`src/rtl/ppw_pkg.sv`:
```
package ppw_pkg;

  typedef enum logic {
    POLICY_OPEN    = 1'b0,
    POLICY_GUARDED = 1'b1
  } wr_policy_e;

  localparam logic [7:0] RESET_OPEN    = 8'h00;
  localparam logic [7:0] RESET_GUARDED = 8'h3C;

  function automatic logic [7:0] reset_for(input wr_policy_e pol);
    return (pol == POLICY_GUARDED) ? RESET_GUARDED : RESET_OPEN;
  endfunction

endpackage

```
`src/rtl/ppw_page_reg.sv`:
```
module ppw_page_reg #(
  parameter int unsigned PAGE_BITS = 6,
  parameter logic [7:0]  RESET_VAL = 8'h00
) (
  input  logic                 clk,
  input  logic                 rst_n,
  input  logic                 load,
  input  logic [PAGE_BITS-1:0] load_val,
  output logic [PAGE_BITS-1:0] page
);

  always_ff @(posedge clk) begin
    if (!rst_n)
      page <= RESET_VAL[PAGE_BITS-1:0];
    else if (load)
      page <= load_val;
  end

endmodule

```
`src/rtl/ppw_bus_port.sv`:
```
module ppw_bus_port #(
  parameter int unsigned          ADDR_W     = 16,
  parameter int unsigned          DATA_W     = 8,
  parameter int unsigned          PAGE_BITS  = 6,
  parameter logic [15:0]          REG_OFFSET = 16'h0030,
  parameter ppw_pkg::wr_policy_e  POLICY     = ppw_pkg::POLICY_OPEN
) (
  input  logic                 clk,
  input  logic                 rst_n,
  input  logic [ADDR_W-1:0]    mod_base,
  input  logic                 special_mode,
  input  logic [ADDR_W-1:0]    bus_addr,
  input  logic                 bus_wr,
  input  logic                 bus_rd,
  input  logic [DATA_W-1:0]    bus_wdata,
  input  logic [PAGE_BITS-1:0] page,
  output logic                 load,
  output logic [PAGE_BITS-1:0] load_val,
  output logic [DATA_W-1:0]    bus_rdata
);

  localparam int unsigned PAD_W = DATA_W - PAGE_BITS;

  logic [ADDR_W-1:0] reg_addr;
  logic              hit;
  logic              allowed;

  assign reg_addr = mod_base + REG_OFFSET[ADDR_W-1:0];
  assign hit      = (bus_addr == reg_addr);
  assign allowed  = (POLICY == ppw_pkg::POLICY_GUARDED) ? special_mode : 1'b1;
  assign load     = bus_wr && hit && allowed;
  assign load_val = bus_wdata[PAGE_BITS-1:0];

  always_ff @(posedge clk) begin
    if (!rst_n)
      bus_rdata <= '0;
    else if (bus_rd && hit)
      bus_rdata <= {{PAD_W{1'b0}}, page};
    else
      bus_rdata <= '0;
  end

endmodule

```
`src/rtl/ppw_xlate.sv`:
```
module ppw_xlate #(
  parameter int unsigned ADDR_W    = 16,
  parameter int unsigned PAGE_BITS = 6,
  parameter int unsigned WIN_BITS  = 14,
  parameter logic [15:0] WIN_BASE  = 16'h8000
) (
  input  logic [ADDR_W-1:0]             log_addr,
  input  logic [PAGE_BITS-1:0]          page,
  output logic [PAGE_BITS+WIN_BITS-1:0] phys_addr,
  output logic                          in_window
);

  localparam int unsigned PHYS_W = PAGE_BITS + WIN_BITS;
  localparam int unsigned TAG_W  = ADDR_W - WIN_BITS;
  localparam int unsigned EXT_W  = PHYS_W - ADDR_W;

  assign in_window = (log_addr[ADDR_W-1:WIN_BITS] == WIN_BASE[ADDR_W-1:ADDR_W-TAG_W]);

  always_comb begin
    if (in_window)
      phys_addr = {page, log_addr[WIN_BITS-1:0]};
    else
      phys_addr = {{EXT_W{1'b0}}, log_addr};
  end

endmodule

```
`src/rtl/prog_page_mapper.sv`:
```
module prog_page_mapper #(
  parameter int unsigned         ADDR_W     = 16,
  parameter int unsigned         DATA_W     = 8,
  parameter int unsigned         PAGE_BITS  = 6,
  parameter int unsigned         WIN_BITS   = 14,
  parameter logic [15:0]         WIN_BASE   = 16'h8000,
  parameter logic [15:0]         REG_OFFSET = 16'h0030,
  parameter ppw_pkg::wr_policy_e POLICY     = ppw_pkg::POLICY_OPEN,
  localparam int unsigned        PHYS_W     = PAGE_BITS + WIN_BITS
) (
  input  logic              clk,
  input  logic              rst_n,
  input  logic [ADDR_W-1:0] mod_base,
  input  logic              special_mode,
  input  logic [ADDR_W-1:0] bus_addr,
  input  logic              bus_wr,
  input  logic              bus_rd,
  input  logic [DATA_W-1:0] bus_wdata,
  output logic [DATA_W-1:0] bus_rdata,
  input  logic [ADDR_W-1:0] log_addr,
  output logic [PHYS_W-1:0] phys_addr,
  output logic              in_window
);

  localparam logic [7:0] RESET_VAL = ppw_pkg::reset_for(POLICY);

  logic [PAGE_BITS-1:0] page_q;
  logic                 load;
  logic [PAGE_BITS-1:0] load_val;

  ppw_bus_port #(
    .ADDR_W(ADDR_W), .DATA_W(DATA_W), .PAGE_BITS(PAGE_BITS),
    .REG_OFFSET(REG_OFFSET), .POLICY(POLICY)
  ) u_port (
    .clk(clk), .rst_n(rst_n), .mod_base(mod_base), .special_mode(special_mode),
    .bus_addr(bus_addr), .bus_wr(bus_wr), .bus_rd(bus_rd), .bus_wdata(bus_wdata),
    .page(page_q), .load(load), .load_val(load_val), .bus_rdata(bus_rdata)
  );

  ppw_page_reg #(
    .PAGE_BITS(PAGE_BITS), .RESET_VAL(RESET_VAL)
  ) u_reg (
    .clk(clk), .rst_n(rst_n), .load(load), .load_val(load_val), .page(page_q)
  );

  ppw_xlate #(
    .ADDR_W(ADDR_W), .PAGE_BITS(PAGE_BITS), .WIN_BITS(WIN_BITS), .WIN_BASE(WIN_BASE)
  ) u_xlate (
    .log_addr(log_addr), .page(page_q), .phys_addr(phys_addr), .in_window(in_window)
  );

endmodule

```
`config.mk`:
```
export PLATFORM = sky130hd
export DESIGN_NAME = prog_page_mapper
export DESIGN_NICKNAME = d
export VERILOG_FILES = /design/src/rtl/ppw_pkg.sv /design/src/rtl/ppw_page_reg.sv /design/src/rtl/ppw_bus_port.sv /design/src/rtl/ppw_xlate.sv /design/src/rtl/prog_page_mapper.sv
export SDC_FILE = /design/constraint.sdc
export NUM_CORES = 1
export LEC_CHECK = 0
export ABC_CLOCK_PERIOD_IN_PS = 2330
export BUFFER_PORTS_ARGS = -buffer_cell sky130_fd_sc_hd__buf_2
export CORE_UTILIZATION = 35
export DETAILED_ROUTE_END_ITERATION = 12
export GPL_ROUTABILITY_DRIVEN = 0
export PLACE_DENSITY = 0.76
export SYNTH_ARGS = -nofsm -noshare
export SYNTH_HDL_FRONTEND = slang
export SYNTH_SLANG_ARGS = --single-unit
```
`constraint.sdc`:
```
create_clock -name clk -period 2.33 [get_ports clk]
set_input_delay 0.1165 -clock clk [delete_from_list [all_inputs] [get_ports clk]]
set_output_delay 0.1165 -clock clk [all_outputs]
set_load 0.005 [all_outputs]
```
==> reports/results.txt <==
Initial cell density of the core: 0.384
Comb power frac: 0.291
Setup_tns: 0 ns
CP Capture Type: flip-flop
I/O pins: 90
Sinks on the clock net: 12
Final core occ: 0.471
Initial drt markers: 34
RSZ-0062 raised after global routing: no
Synth-to-Final Area Change: 22.9%
Total track usage: 0.124
Crit share post-route: 0.858
Reg power frac: 0.399
Pint: 0.000374 W
DP Worst Slack: 0.0335 ns
Clk network pwr share: 0.310
Via-to-Cell Ratio: 4.83
Die W: 57.9 um
Largest net degree at the start of global routing: 14
CTS tree: built
Max-slew violations: 0
Status: finished with violations
CP top delay family: simple AND/OR/NAND/NOR gates
Overall die height: 57.9 um
Syn_area_per_cell: 8.69 um2
Number of distinct library cells after synthesis: 42
Ranking of synthesized cells by area: dfxtp_1, buf_4, xnor2_1
Non-filler cells, final: 203
CP Depth: 10
DRC errors left: 6
Synth Flop Type: dfxtp_1
Post_cts resized: 0
Reg2Reg Setup Slack: 1.62 ns
Slowest cell on crit path: a2111oi_4
Layout Nets: 235
Ant diodes: 0
Vias in the first global route: 820
Post-synth ARST share: 0
Cell with the most instances after synthesis: nand2_1
Max_cap viols: 0
Core area: 2850 um2
Pwr Density: 382 nW/um2
Final setup skew: 0.00516 ns
Cts hold-fix bufs: 0
Lkg Pwr: 0.592 nW
Minimum clock period: 2.00 ns
Row cnt: 19
CP max stage delay: 0.40 ns
Fin. Hold Viols: 0
Worst vdd ir: 161 uV
Number of synthesized register bits: 12
DRT Wirelength: 2180 um
Vias: 980
Total CTS buffers: 3
Setup bufs post-CTS: 0
Critical Path AT: 2.20 ns
CP startpoint kind: input port
Largest area contributor in the synthesized netlist: dfxtp_1
Fin area: 1350 um2
Root buf cell: clkbuf_4
1st-pass router iterations: 8
Critical path peak fanout: 6
Switching pwr: 0.000139 W
Ratio of cells with drive above 1 in the final layout: 0.430
WL/cell: 10.7 um
Final setup fails: 0
Clock transition at path regs: 0.07 ns
Post-synthesis sequential area ratio: 0.219
Cells after synthesis: 126
Post-synth top cells: nand2_1, buf_4, xnor2_1, dfxtp_1, nor4_1
Critical path, cell by cell: buf_2 -> inv_1 -> ha_1 -> nand2b_4 -> or3_4 -> a2111oi_4 -> nand4_4 -> nor4b_4 -> buf_4 -> mux2i_1
Number of buffers added on ports: 56
Crit Path Category: input port to flip-flop
Area after DPL: 1310 um2
Total gr overflow: 0
Post-synth EDFFs: 0
Syn Std Cell Area: 1090 um2
Total of warnings raised by yosys: 0
Fmax: 500 MHz
Antenna violations before repair: 0
Htree depth: 1
Hold WC Path Type: input port to flip-flop
Final worst setup slack: 0.331 ns
ANT nets after route: 0
Post-synth top area share: 0.219
First-pass GRT wire length: 3300 um
Hpwl dp: 1900 um
Hold Path Stages: 3
Failing checks: design-rule violations
Net switching share of the total power: 0.271
Clk buf depth: 2
Worst R2R Path Depth: 2
Clock Latency Late Sink: 0.27 ns
Buf/Inv on CP: 3
Placed Instances: 199
Die ar.: 3360 um2
Critical Path RT: 2.53 ns
routing by layer:
layer,track usage,vias up,share of wire,routed length (um)
met4,0.0408,0,0.0046,10
met5,0,-,0,0
met2,0.217,60,0.47,1020
li1,-,511,-,-
met1,0.143,405,0.42,915
met3,0.0379,4,0.11,232
cell type report:
cell class / instances / area, um2
tap: 31 / 38.8
clock buffer: 4 / 36.3
sequential: 12 / 240
inverter: 3 / 11.3
fill: 277 / 1510
multi-input combinational: 93 / 708
timing repair buffer: 60 / 310
tightest hold or removal path: cells and delay by family:
family / cells / cell delay [ns]
mux: 1 / 0.05
buf+inv: 1 / 0.09
simple gates: 1 / 0.04
final timing paths:
path                               to           from
setup / recovery        u_reg.page[3]    mod_base[4]
hold / removal          u_reg.page[1]   bus_wdata[1]
setup reg to reg  u_port.bus_rdata[1]  u_reg.page[1]
hold reg to reg   u_port.bus_rdata[3]  u_reg.page[3]
power by group through the flow:
stage	registers, W	clock network [W]	logic, W
global route	0.000205	0.000173	0.000164
floorplan	0.000210	0	0.000111
detailed placement	0.000210	0	0.000151
finish	0.000205	0.000159	0.000150
global placement	0.000210	0	0.000150
CTS	0.000205	0.000161	0.000151
stage by stage:
stage | hold WS, ns | total power, W
after floorplan | 0.259 | 0.000321
after global placement | 0.233 | 0.000359
after detailed placement | 0.233 | 0.000361
after CTS | 0.0860 | 0.000517
after global routing | 0.0796 | 0.000542
final | 0.0865 | 0.000513
state kept, by name, indices dropped and copies added (netlist names):
name / flops
u_reg.page: 6
u_port.bus_rdata: 6
layout by cell type, fill, tap and decap left out, drive strengths merged, types with 2 or more instances in the layout:
cell type / n
or3: 2
nor4: 9
and2: 5
conb: 2
clkbuf: 4
nand4: 3
o21ai: 2
inv: 3
nand2: 23
buf: 60
mux2i: 6
dfxtp: 12
xnor2: 14
xor2: 6
cells by family (layout without fill, tap and decap cells):
kind of cell	Yosys count	in the layout	share of synthesized area
muxes	6	6	0.0549
xor gates and xnor gates	20	20	0.167
buffers and inverters	22	67	0.137
DFF	12	12	0.219
adders and majority gates	1	1	0.0114
other	1	2	0.00343
and+or+nand+nor	53	53	0.299
AOI/OAI and AO/OA	11	11	0.107
Note: power is estimated with default switching activity, not from simulation.
